===== src/rtl/adcLinkPkg.sv =====
package adcLinkPkg;

  typedef enum logic [1:0] {
    ST_IDLE  = 2'd0,
    ST_CONV  = 2'd1,
    ST_SHIFT = 2'd2
  } linkState_t;

  typedef struct packed {
    logic loadCfg;
    logic shiftCfg;
    logic sampleBit;
    logic finishFrame;
    logic abortFrame;
  } linkStrobe_t;

endpackage


===== src/rtl/adcLinkSync.sv =====
module adcLinkSync #(
  parameter int WIDTH  = 2,
  parameter int STAGES = 2
) (
  input  logic             clk,
  input  logic             rstN,
  input  logic [WIDTH-1:0] asyncIn,
  input  logic [WIDTH-1:0] resetVal,
  output logic [WIDTH-1:0] syncOut
);

  logic [WIDTH-1:0] stageReg [STAGES];

  for (genvar s = 0; s < STAGES; s++) begin : g_stage
    if (s == 0) begin : g_first
      always_ff @(posedge clk) begin
        if (!rstN) stageReg[s] <= resetVal;
        else       stageReg[s] <= asyncIn;
      end
    end else begin : g_next
      always_ff @(posedge clk) begin
        if (!rstN) stageReg[s] <= resetVal;
        else       stageReg[s] <= stageReg[s-1];
      end
    end
  end

  assign syncOut = stageReg[STAGES-1];

endmodule


===== src/rtl/adcLinkCtrl.sv =====
module adcLinkCtrl
  import adcLinkPkg::*;
#(
  parameter int FRAME_BITS = 24,
  parameter int TIMEOUT_W  = 16
) (
  input  logic                 clk,
  input  logic                 rstN,
  input  logic                 sckS,
  input  logic                 sdoS,
  input  logic                 sckRise,
  input  logic                 sckFall,
  input  logic [TIMEOUT_W-1:0] timeoutLimit,
  output linkStrobe_t          strobe,
  output logic                 timeoutFlag
);

  localparam int CNT_W = $clog2(FRAME_BITS);
  localparam logic [CNT_W-1:0] LAST_BIT = CNT_W'(FRAME_BITS - 1);

  linkState_t state, nextState;
  logic [CNT_W-1:0] bitCnt;
  logic [TIMEOUT_W-1:0] lowCnt;
  logic toExpire;

  // a low phase has lasted long enough once the next cycle would reach the limit
  assign toExpire = ({1'b0, lowCnt} + 1'b1) >= {1'b0, timeoutLimit};

  always_comb begin
    nextState = state;
    strobe = '0;
    unique case (state)
      ST_IDLE: begin
        if (sckS && sdoS) nextState = ST_CONV;
      end
      ST_CONV: begin
        if (!sckS && !sdoS) begin
          strobe.loadCfg = 1'b1;
          nextState = ST_SHIFT;
        end
      end
      ST_SHIFT: begin
        if (sckRise) begin
          strobe.sampleBit = 1'b1;
          if (bitCnt == LAST_BIT) begin
            strobe.finishFrame = 1'b1;
            nextState = ST_CONV;
          end
        end else if (sckFall) begin
          strobe.shiftCfg = 1'b1;
        end else if (!sckS && toExpire) begin
          strobe.abortFrame = 1'b1;
          nextState = ST_IDLE;
        end
      end
      default: nextState = ST_IDLE;
    endcase
  end

  always_ff @(posedge clk) begin
    if (!rstN) begin
      state       <= ST_IDLE;
      bitCnt      <= '0;
      lowCnt      <= '0;
      timeoutFlag <= 1'b0;
    end else begin
      state       <= nextState;
      timeoutFlag <= strobe.abortFrame;
      if (strobe.loadCfg || strobe.finishFrame || strobe.abortFrame)
        bitCnt <= '0;
      else if (strobe.sampleBit)
        bitCnt <= bitCnt + 1'b1;
      if (state != ST_SHIFT || sckS || sckRise || sckFall || strobe.abortFrame)
        lowCnt <= '0;
      else
        lowCnt <= lowCnt + 1'b1;
    end
  end

  p_bitcnt_range_r4: assert property (@(posedge clk) disable iff (!rstN)
    bitCnt <= LAST_BIT);

  p_timeout_from_shift_r7: assert property (@(posedge clk) disable iff (!rstN)
    timeoutFlag |-> $past(state) == ST_SHIFT);

  p_frame_entry_r2: assert property (@(posedge clk) disable iff (!rstN)
    (state == ST_SHIFT && $past(state) == ST_CONV) |-> $past(!sckS && !sdoS));

  p_idle_exit_r8: assert property (@(posedge clk) disable iff (!rstN)
    (state == ST_CONV && $past(state) == ST_IDLE) |-> $past(sckS && sdoS));

endmodule


===== src/rtl/adcLinkDatapath.sv =====
module adcLinkDatapath
  import adcLinkPkg::*;
#(
  parameter int FRAME_BITS  = 24,
  parameter int CFG_BITS    = 16,
  parameter int SYNC_STAGES = 2
) (
  input  logic                  clk,
  input  logic                  rstN,
  input  logic                  sckIn,
  input  logic                  sdoIn,
  input  logic [CFG_BITS-1:0]   cfgWord,
  input  linkStrobe_t           strobe,
  output logic                  sckS,
  output logic                  sdoS,
  output logic                  sckRise,
  output logic                  sckFall,
  output logic                  sdiOut,
  output logic [FRAME_BITS-1:0] dataWord,
  output logic                  resultValid,
  output logic                  frameError
);

  localparam int EOC_POS  = FRAME_BITS - 1;
  localparam int ZERO_POS = FRAME_BITS - 2;

  logic [1:0] syncVec;
  logic sckPrev;
  logic [CFG_BITS-1:0] cfgShift;
  logic [FRAME_BITS-1:0] rxShift;
  logic [FRAME_BITS-1:0] fullFrame;
  logic frameOk;

  adcLinkSync #(.WIDTH(2), .STAGES(SYNC_STAGES)) uSync (
    .clk(clk),
    .rstN(rstN),
    .asyncIn({sckIn, sdoIn}),
    .resetVal(2'b00),
    .syncOut(syncVec)
  );

  assign sckS = syncVec[1];
  assign sdoS = syncVec[0];

  always_ff @(posedge clk) begin
    if (!rstN) sckPrev <= 1'b0;
    else       sckPrev <= sckS;
  end

  assign sckRise = sckS && !sckPrev;
  assign sckFall = !sckS && sckPrev;

  // configuration shifter, MSB leaves first, zeros fill behind
  always_ff @(posedge clk) begin
    if (!rstN)                 cfgShift <= '0;
    else if (strobe.loadCfg)   cfgShift <= cfgWord;
    else if (strobe.abortFrame) cfgShift <= '0;
    else if (strobe.shiftCfg)  cfgShift <= {cfgShift[CFG_BITS-2:0], 1'b0};
  end

  assign sdiOut = cfgShift[CFG_BITS-1];

  assign fullFrame = {rxShift[FRAME_BITS-2:0], sdoS};
  assign frameOk   = !fullFrame[EOC_POS] && !fullFrame[ZERO_POS];

  always_ff @(posedge clk) begin
    if (!rstN) begin
      rxShift     <= '0;
      dataWord    <= '0;
      resultValid <= 1'b0;
      frameError  <= 1'b0;
    end else begin
      resultValid <= strobe.finishFrame && frameOk;
      frameError  <= strobe.finishFrame && !frameOk;
      if (strobe.loadCfg)        rxShift <= '0;
      else if (strobe.sampleBit) rxShift <= fullFrame;
      if (strobe.finishFrame)    dataWord <= fullFrame;
    end
  end

  p_strobe_onehot_r4: assert property (@(posedge clk) disable iff (!rstN)
    $onehot0({strobe.loadCfg, strobe.sampleBit, strobe.shiftCfg, strobe.abortFrame}));

  p_valid_excl_r5: assert property (@(posedge clk) disable iff (!rstN)
    !(resultValid && frameError));

  p_valid_fields_r5: assert property (@(posedge clk) disable iff (!rstN)
    resultValid |-> (!dataWord[EOC_POS] && !dataWord[ZERO_POS]));

  p_sdi_moves_r3: assert property (@(posedge clk) disable iff (!rstN)
    !$stable(sdiOut) |-> $past(strobe.loadCfg || strobe.shiftCfg || strobe.abortFrame));

endmodule


===== src/rtl/adcLinkRx.sv =====
module adcLinkRx
  import adcLinkPkg::*;
#(
  parameter int FRAME_BITS  = 24,
  parameter int CFG_BITS    = 16,
  parameter int TIMEOUT_W   = 16,
  parameter int SYNC_STAGES = 2
) (
  input  logic                  clk,
  input  logic                  rstN,
  input  logic                  sckIn,
  input  logic                  sdoIn,
  input  logic [CFG_BITS-1:0]   cfgWord,
  input  logic [TIMEOUT_W-1:0]  timeoutLimit,
  output logic                  sdiOut,
  output logic [FRAME_BITS-1:0] dataWord,
  output logic                  resultValid,
  output logic                  frameError,
  output logic                  timeoutFlag
);

  linkStrobe_t strobe;
  logic sckS, sdoS, sckRise, sckFall;

  adcLinkCtrl #(.FRAME_BITS(FRAME_BITS), .TIMEOUT_W(TIMEOUT_W)) uCtrl (
    .clk(clk),
    .rstN(rstN),
    .sckS(sckS),
    .sdoS(sdoS),
    .sckRise(sckRise),
    .sckFall(sckFall),
    .timeoutLimit(timeoutLimit),
    .strobe(strobe),
    .timeoutFlag(timeoutFlag)
  );

  adcLinkDatapath #(
    .FRAME_BITS(FRAME_BITS),
    .CFG_BITS(CFG_BITS),
    .SYNC_STAGES(SYNC_STAGES)
  ) uData (
    .clk(clk),
    .rstN(rstN),
    .sckIn(sckIn),
    .sdoIn(sdoIn),
    .cfgWord(cfgWord),
    .strobe(strobe),
    .sckS(sckS),
    .sdoS(sdoS),
    .sckRise(sckRise),
    .sckFall(sckFall),
    .sdiOut(sdiOut),
    .dataWord(dataWord),
    .resultValid(resultValid),
    .frameError(frameError)
  );

endmodule


===== config.mk =====
export PLATFORM = sky130hd
export DESIGN_NAME = adcLinkRx
export DESIGN_NICKNAME = d
export VERILOG_FILES = /design/src/rtl/adcLinkPkg.sv /design/src/rtl/adcLinkSync.sv /design/src/rtl/adcLinkCtrl.sv /design/src/rtl/adcLinkDatapath.sv /design/src/rtl/adcLinkRx.sv
export SDC_FILE = /design/constraint.sdc
export NUM_CORES = 1
export LEC_CHECK = 0
export ABC_AREA = 1
export BUFFER_PORTS_ARGS = -buffer_cell sky130_fd_sc_hd__buf_2
export CAP_MARGIN = 20
export CORE_MARGIN = 1.5
export CORE_UTILIZATION = 45
export CTS_CLUSTER_DIAMETER = 150
export DETAILED_ROUTE_END_ITERATION = 6
export HOLD_SLACK_MARGIN = 0.12
export REMOVE_ABC_BUFFERS = 1
export SKIP_CTS_REPAIR_TIMING = 1
export SYNTH_ARGS = -nofsm -noshare
export SYNTH_HDL_FRONTEND = slang
export SYNTH_SLANG_ARGS = --single-unit

===== constraint.sdc =====
create_clock -name clk -period 4.15 [get_ports clk]
set_clock_uncertainty 0.05 [all_clocks]
set_input_delay 0.2075 -clock clk [delete_from_list [all_inputs] [get_ports clk]]
set_output_delay 0.2075 -clock clk [all_outputs]
set_load 0.01 [all_outputs]

# Word-level counts from Yosys, hierarchy flattened
# Memories as Yosys holds them, arrays and structs flattened.
# Index checks and enable logic that the tools add are counted.
[totals] ff_bits=90 mem_bits_rw=4 inputBits=36 out_inout_bits=28 word_cells=77 n_memories=1
[op_classes] add_sub_neg=3 magnitude_cmp=1 eq_ne=9 muxes=24 bitwise_logic=3 n_reduce_logical=26
[memory_table] name="uData.uSync.stageReg" depth=2 word_bits=2 rd=2 rd_ports_with_merged_regs=0 wr=2 line="adcLinkSync.sv:12" text="logic [WIDTH-1:0] stageReg [STAGES];"
[ops] operator="2-to-1 mux 16 bit" n=3
[ops] operator="2-to-1 mux 2 bit" n=9
[ops] operator="adder 16 x 1 -> 17 bit, second input constant" n=1
[ops] operator="greater-or-equal comparator 17 x 16 -> 1 bit" n=1
[ops] operator="adder 16 x 1 -> 16 bit, second input constant" n=1
[ops] operator="2-to-1 mux 1 bit" n=10
[ops] operator="logical AND 1 bit" n=8
[ops] operator="zero test 1 bit" n=6
[ops] operator="logical OR 1 bit" n=6
[ops] operator="case mux 2 bit (3 select lines)" n=1
[ops] operator="OR reduction 2 bit" n=3
[ops] operator="adder 5 x 1 -> 5 bit, second input constant" n=1
[ops] operator="== test 5 bit, second input constant" n=1
[ops] operator="AND reduction 5 bit" n=1
[ops] operator="2-to-1 mux 4 bit" n=1
[ops] operator="!= test 2 x 1 -> 1 bit, second input constant" n=2
[ops] operator="!= test 3 x 1 -> 1 bit, second input constant" n=1
[ops] operator="!= test 3 x 2 -> 1 bit, second input constant" n=1
[ops] operator="!= test 3 bit, second input constant" n=1
[ops] operator="nonzero test 3 bit" n=1
[ops] operator="== test 2 x 1 -> 1 bit, second input constant" n=1
[ops] operator="== test 2 bit, second input constant" n=1
[ops] operator="zero test 2 bit" n=1
[ops] operator="!= test 2 bit, second input constant" n=1
[ops] operator="2 further kinds" n=3

# Longest topological paths before layout
[depth] word_depth=10 ltp_mapped=25 depth_no_buf=24

# Modules after synthesis
# From an unflattened synthesis, not the netlist that was laid out.
[unflattened] hier_cells=605 area_unflattened_um2=4499.3
[by_module_without_submodules] mod="adcLinkDatapath" n_inst=1 cells_per_inst=325 area_each_um2=2541.2 seq_area_each_um2=1321.3
[by_module_without_submodules] mod="adcLinkCtrl" n_inst=1 cells_per_inst=265 area_each_um2=1836.8 seq_area_each_um2=480.5
[by_module_without_submodules] mod="adcLinkSync" n_inst=1 cells_per_inst=15 area_each_um2=121.4 seq_area_each_um2=80.1

# Worst setup path after synthesis
# OpenSTA, ideal clock, no wires.
[synth_timing] kind="register to register" start="register uCtrl.lowCnt[0]" end="register uCtrl.lowCnt[14]" arrival_ns=2.653 required_ns=3.977 slack_ns=1.323 path_stages_with_launch=21 path_buffers=1 path_cell_list="dfxtp_1 > ha_1 > nand2_1 > nor2_4 > nand2_2 > or4_1 > xor2_1 > inv_1 > ha_1 > nand2_1 > inv_1 > nand2_1 > nor2_1 > nand2_1 > nand3_1 > nor2_1 > nand2_2 > nand2_4 > nand3_4 > buf_6 > nor2_4"
[synth_via] elab_chain_cells=9 word_cells_on_any_way=10 cone_classes="add/sub (2); order compare (1); mux (4); reduce/logical (3)"
[synth_lines] item="start, declared" line="adcLinkCtrl.sv:23" text="logic [TIMEOUT_W-1:0] lowCnt;"
[synth_lines] item="start signal, assigned" line="adcLinkCtrl.sv:76" text="lowCnt <= lowCnt + 1'b1;"
[synth_lines] item="adder 16 x 1 -> 17 bit" line="adcLinkCtrl.sv:27" text="assign toExpire = ({1'b0, lowCnt} + 1'b1) >= {1'b0, timeoutLimit};"
[synth_lines] item="greater-or-equal comparator 17 x 16 -> 1 bit" line="adcLinkCtrl.sv:27"
[synth_lines] item="logical AND 1 bit" line="adcLinkCtrl.sv:51" text="end else if (!sckS && toExpire) begin"
[synth_lines] item="2-to-1 mux 1 bit" line="adcLinkCtrl.sv:51"
[synth_lines] item="2-to-1 mux 1 bit" line="adcLinkCtrl.sv:49" text="end else if (sckFall) begin"
[synth_lines] item="2-to-1 mux 1 bit" line="adcLinkCtrl.sv:43" text="if (sckRise) begin"
[synth_lines] item="2-to-1 mux 4 bit" line="adcLinkCtrl.sv:32" text="unique case (state)"
[synth_lines] item="logical OR 1 bit" line="adcLinkCtrl.sv:73" text="if (state != ST_SHIFT || sckS || sckRise || sckFall || strobe.abortFrame)"
[synth_lines] item="OR reduction 2 bit (no source line)"
# Parallel ways exist; a longest one is shown, timed or not.
# A chain may end at the register's enable or synchronous reset.

# Final worst setup path
[layout_timing] start="register uCtrl.lowCnt[0]" end="register uData.cfgShift[15]"
[layout_via] elab_chain_cells=9 word_cells_on_any_way=10 cone_classes="add/sub (1); order compare (1); mux (6); reduce/logical (2)"
[layout_lines] item="adder 16 x 1 -> 17 bit (*)" line="adcLinkCtrl.sv:27"
[layout_lines] item="greater-or-equal comparator 17 x 16 -> 1 bit (*)" line="adcLinkCtrl.sv:27"
[layout_lines] item="logical AND 1 bit (*)" line="adcLinkCtrl.sv:51"
[layout_lines] item="2-to-1 mux 1 bit (*)" line="adcLinkCtrl.sv:51"
[layout_lines] item="2-to-1 mux 1 bit (*)" line="adcLinkCtrl.sv:49"
[layout_lines] item="2-to-1 mux 1 bit (*)" line="adcLinkCtrl.sv:43"
[layout_lines] item="2-to-1 mux 4 bit (*)" line="adcLinkCtrl.sv:32"
[layout_lines] item="2-to-1 mux 16 bit" line="adcLinkDatapath.sv:57" text="else if (strobe.abortFrame) cfgShift <= '0;"
[layout_lines] item="2-to-1 mux 16 bit" line="adcLinkDatapath.sv:56" text="else if (strobe.loadCfg) cfgShift <= cfgWord;"
[layout_lines] item="end signal, assigned" line="adcLinkDatapath.sv:56"
[layout_lines] item="end signal, assigned" line="adcLinkDatapath.sv:58" text="else if (strobe.shiftCfg) cfgShift <= {cfgShift[CFG_BITS-2:0], 1'b0};"
[layout_lines] item="end, declared" line="adcLinkDatapath.sv:29" text="logic [CFG_BITS-1:0] cfgShift;"
# Mark *: on every way between the ends. The rest lies on a longest branch, timed or not.

==> results.cfg <==
[yosys]
synth_cells = 652
synth_compound_area_share_pct = 7.328
synth_top_area_share_pct = 40.52
synth_edf_count = 0
yosysSeqAreaShare_pct = 40.52
synthSimpleGateAreaFrac_pct = 34.02
synth-adder-area-share_pct = 4.849
ys_ff_latch = 94
synth-main-ff-cell = dfxtp_1
ys_top_cells_by_area = dfxtp_1, nand2_1, inv_1, nor2_1, ha_1
synth-xor-area-share_pct = 1.859
synth_top_family_by_area = simple AND/OR/NAND/NOR gates
synth_area_leader_cell = dfxtp_1
synth.distinct_cells = 37
yosysWarnings = 0
synthArstFlopShare_pct = 0
avgSynthCellArea_um2 = 7.123
synth_area_mm2 = 0.004644
synth.area.mux_share_pct = 0

[detailed_routing]
drt_pass1_iterations = 4
route.vias.total = 4033
avgViaCountPerCell = 4.745
dr.first_iter.drc_count = 128
drc = 0
ant_nets = 0
totalWireLength_um = 9263
wire_per_inst_um = 10.90

[placed_design]
port_buffers = 63
placed_cell_area_mm2 = 0.005009
dp_cells = 826
hpwl_um = 6465
dpl_worst_slack_ps = 859.1
globalplace.congestion = 0.8277

[layout]
stdcell_count = 850
area_delta_synth_final_pct = 13.95
drive_gt1_share_pct = 17.85
design_area_mm2 = 0.005293
nFillCells = 1003
fin_nets = 766
diodes = 0
register_area_mm2 = 0.001882
multi_input_area_mm2 = 0.002232

[floorplan]
fp-row-count = 36
die_height_um = 104.6
die_x_um = 104.6
num_io_pins = 64
fp.dieArea_mm2 = 0.01094
core_area_mm2 = 0.009910
initial_core_util_pct = 46.87

[global_route]
grt_antenna_before_repair = 0
grt_pass1_wl_um = 16220
grt.overflow.total = 0
grt_start_max_net_pins = 35
grt_pass1_vias = 3788
grtUsageTotal_pct = 17.54

[hold_path]
min_path_type = input pin to register

[clocking]
cts_max_level = 3
cts_made_buffers = 9
clk_pin_slew_worst_paths_ps = 100
ctsLongestPathBuffers = 2
cts_tree = done
clock-sinks = 94
clockRootBuffer = clkbuf_8
insertion_delay_ps = 360

[worst_setup_path]
cpLargestDelayFamily = simple AND/OR/NAND/NOR gates
required_ps = 4400
crit_type = register to register
arrival_ps = 3540
worst_setup_path_end_kind = register
cp_cell_sequence = ha_1, nand2_1, nor2_4, nand2_2, nor2_1, inv_1, nor3_1, xnor2_1, inv_1, ha_1, and3_1, nand2_1, nand3_1, nor2_1, nand2_2, nand2_4, buf_4, nand3_1, nand2_1, inv_1, nor2_1
start_kind = register
cp.buffers_inverters = 4
path_max_fanout = 34
critPathSlowestCell = dfxtp_1
crit_path_max_incr_delay_ps = 390

[status]
status = finished clean

[timing]
layout_min_cycle_time_ps = 3287
worst_pin_slew_ps = 738.9
post-route-period-util_pct = 79.20
slew_violations = 0
timing.hold.ws_ps = 104.5
setup_viol = 0
fin_ws_ps = 863.2
tns_ps = 0
relSlewSlack_pct = 50.62
rsz0062_at_grt = no
finalHoldViolations = 0
fmax_ghz = 0.3042

[power]
peakVddDrop_mv = 0.2205
cellLeakagePower_nw = 2.662
p_per_area_mw_per_mm2 = 384.1

[run]
cap_violations = 0
synthesized netlist by cell type, types with 2 or more instances:
cell type,number
buf_2,3
nand2_2,3
nand3_1,19
nand3_2,14
xor2_1,7
nor2_4,11
clkbuf_1,14
buf_1,3
dfxtp_1,94
inv_2,6
buf_6,3
a21o_1,2
nor2_1,90
inv_1,96
nor2_2,6
nand2_1,163
a21oi_1,33
nor3_1,6
ha_1,18
nand4_1,18
o21ai_0,27
area by class of cell:
cell class / count / area share, %
Multi-Input combinational cell: 430 / 42.17
Inverter: 102 / 7.234
Clock buffer: 10 / 2.411
Tap cell: 133 / 3.144
Timing Repair Buffer: 75 / 8.038
Clock inverter: 6 / 1.442
Sequential cell: 94 / 35.56
path summary, 6_finish.rpt:
| check | to | startpoint | slack (ps) | depth (start not counted) |
|---|---|---|---|---|
| worst min register to register | uData.uSync.stageReg[1][0] | uData.uSync.stageReg[0][0] | 380 | 2 |
| worst min-delay path | uData.cfgShift[11] | cfgWord[11] | 100 | 5 |
| worst max-delay path | uData.cfgShift[15] | uCtrl.lowCnt[0] | 860 | 21 |
| worst max register to register | uData.cfgShift[15] | uCtrl.lowCnt[0] | 860 | 21 |
power breakdown:
group | internal (mW) | switching, mW
clock | 0.291 | 0.337
combinational | 0.154 | 0.261
sequential | 0.967 | 0.0231
cell usage in the layout (no fill, tap or decap), types with 2 or more instances in the layout:
cell type / instances
nand2_1: 163
inv_1: 96
dfxtp_1: 94
nor2_1: 90
buf_2: 63
a21oi_1: 33
o21ai_0: 27
nand3_1: 19
nand4_1: 18
ha_1: 18
nand3_2: 14
nor2_4: 11
clkbuf_8: 9
dlygate4sd3_1: 8
xor2_1: 7
inv_2: 6
nor2_2: 6
nor3_1: 6
buf_4: 4
nand2_2: 3
inv_6: 3
a21o_1: 2
routing by layer:
| metal | GRT usage [%] | part of all wire [%] | wire length, um | vias up |
|---|---|---|---|---|
| met5 | 0 | 0 | 0 | - |
| met4 | 3.914 | 0.50 | 46 | 0 |
| met3 | 4.367 | 4.2 | 392 | 6 |
| met2 | 31.53 | 48 | 4489 | 71 |
| met1 | 21.01 | 47 | 4335 | 1821 |
| li1 | - | - | - | 2135 |
stage by stage:
| stage | utilization, % | total power [mW] |
|---|---|---|
| after floorplan | - | 1.326 |
| after global placement | 50.54 | 1.411 |
| after detailed placement | 50.54 | 1.423 |
| after CTS | 52.60 | 2.055 |
| after global routing | 53.41 | 2.169 |
| final | 53.41 | 2.033 |
cells by family after synthesis:
family,count (synthesis)
AO/OA/AOI/OAI,65
buffers and inverters,128
flip-flops,94
XOR/XNOR,9
AND/OR/NAND/NOR,338
adder cells (fa/ha/maj),18
state kept, by name, summed over array words and instances, names as in the netlist:
signal / count
uCtrl.lowCnt: 16
uData.sckPrev: 1
uData.cfgShift: 16
uCtrl.bitCnt: 5
uCtrl.timeoutFlag: 1
uData.rxShift: 23
uCtrl.state: 2
uData.frameError: 1
uData.dataWord: 24
uData.uSync.stageReg: 4
uData.resultValid: 1
tightest hold or removal path, stage by stage:
cell,delay (ps)
buf_2,90
nand2_1,50
nand2_1,50
inv_1,40
nor2_1,30
Power figures use the tool's default switching activity.
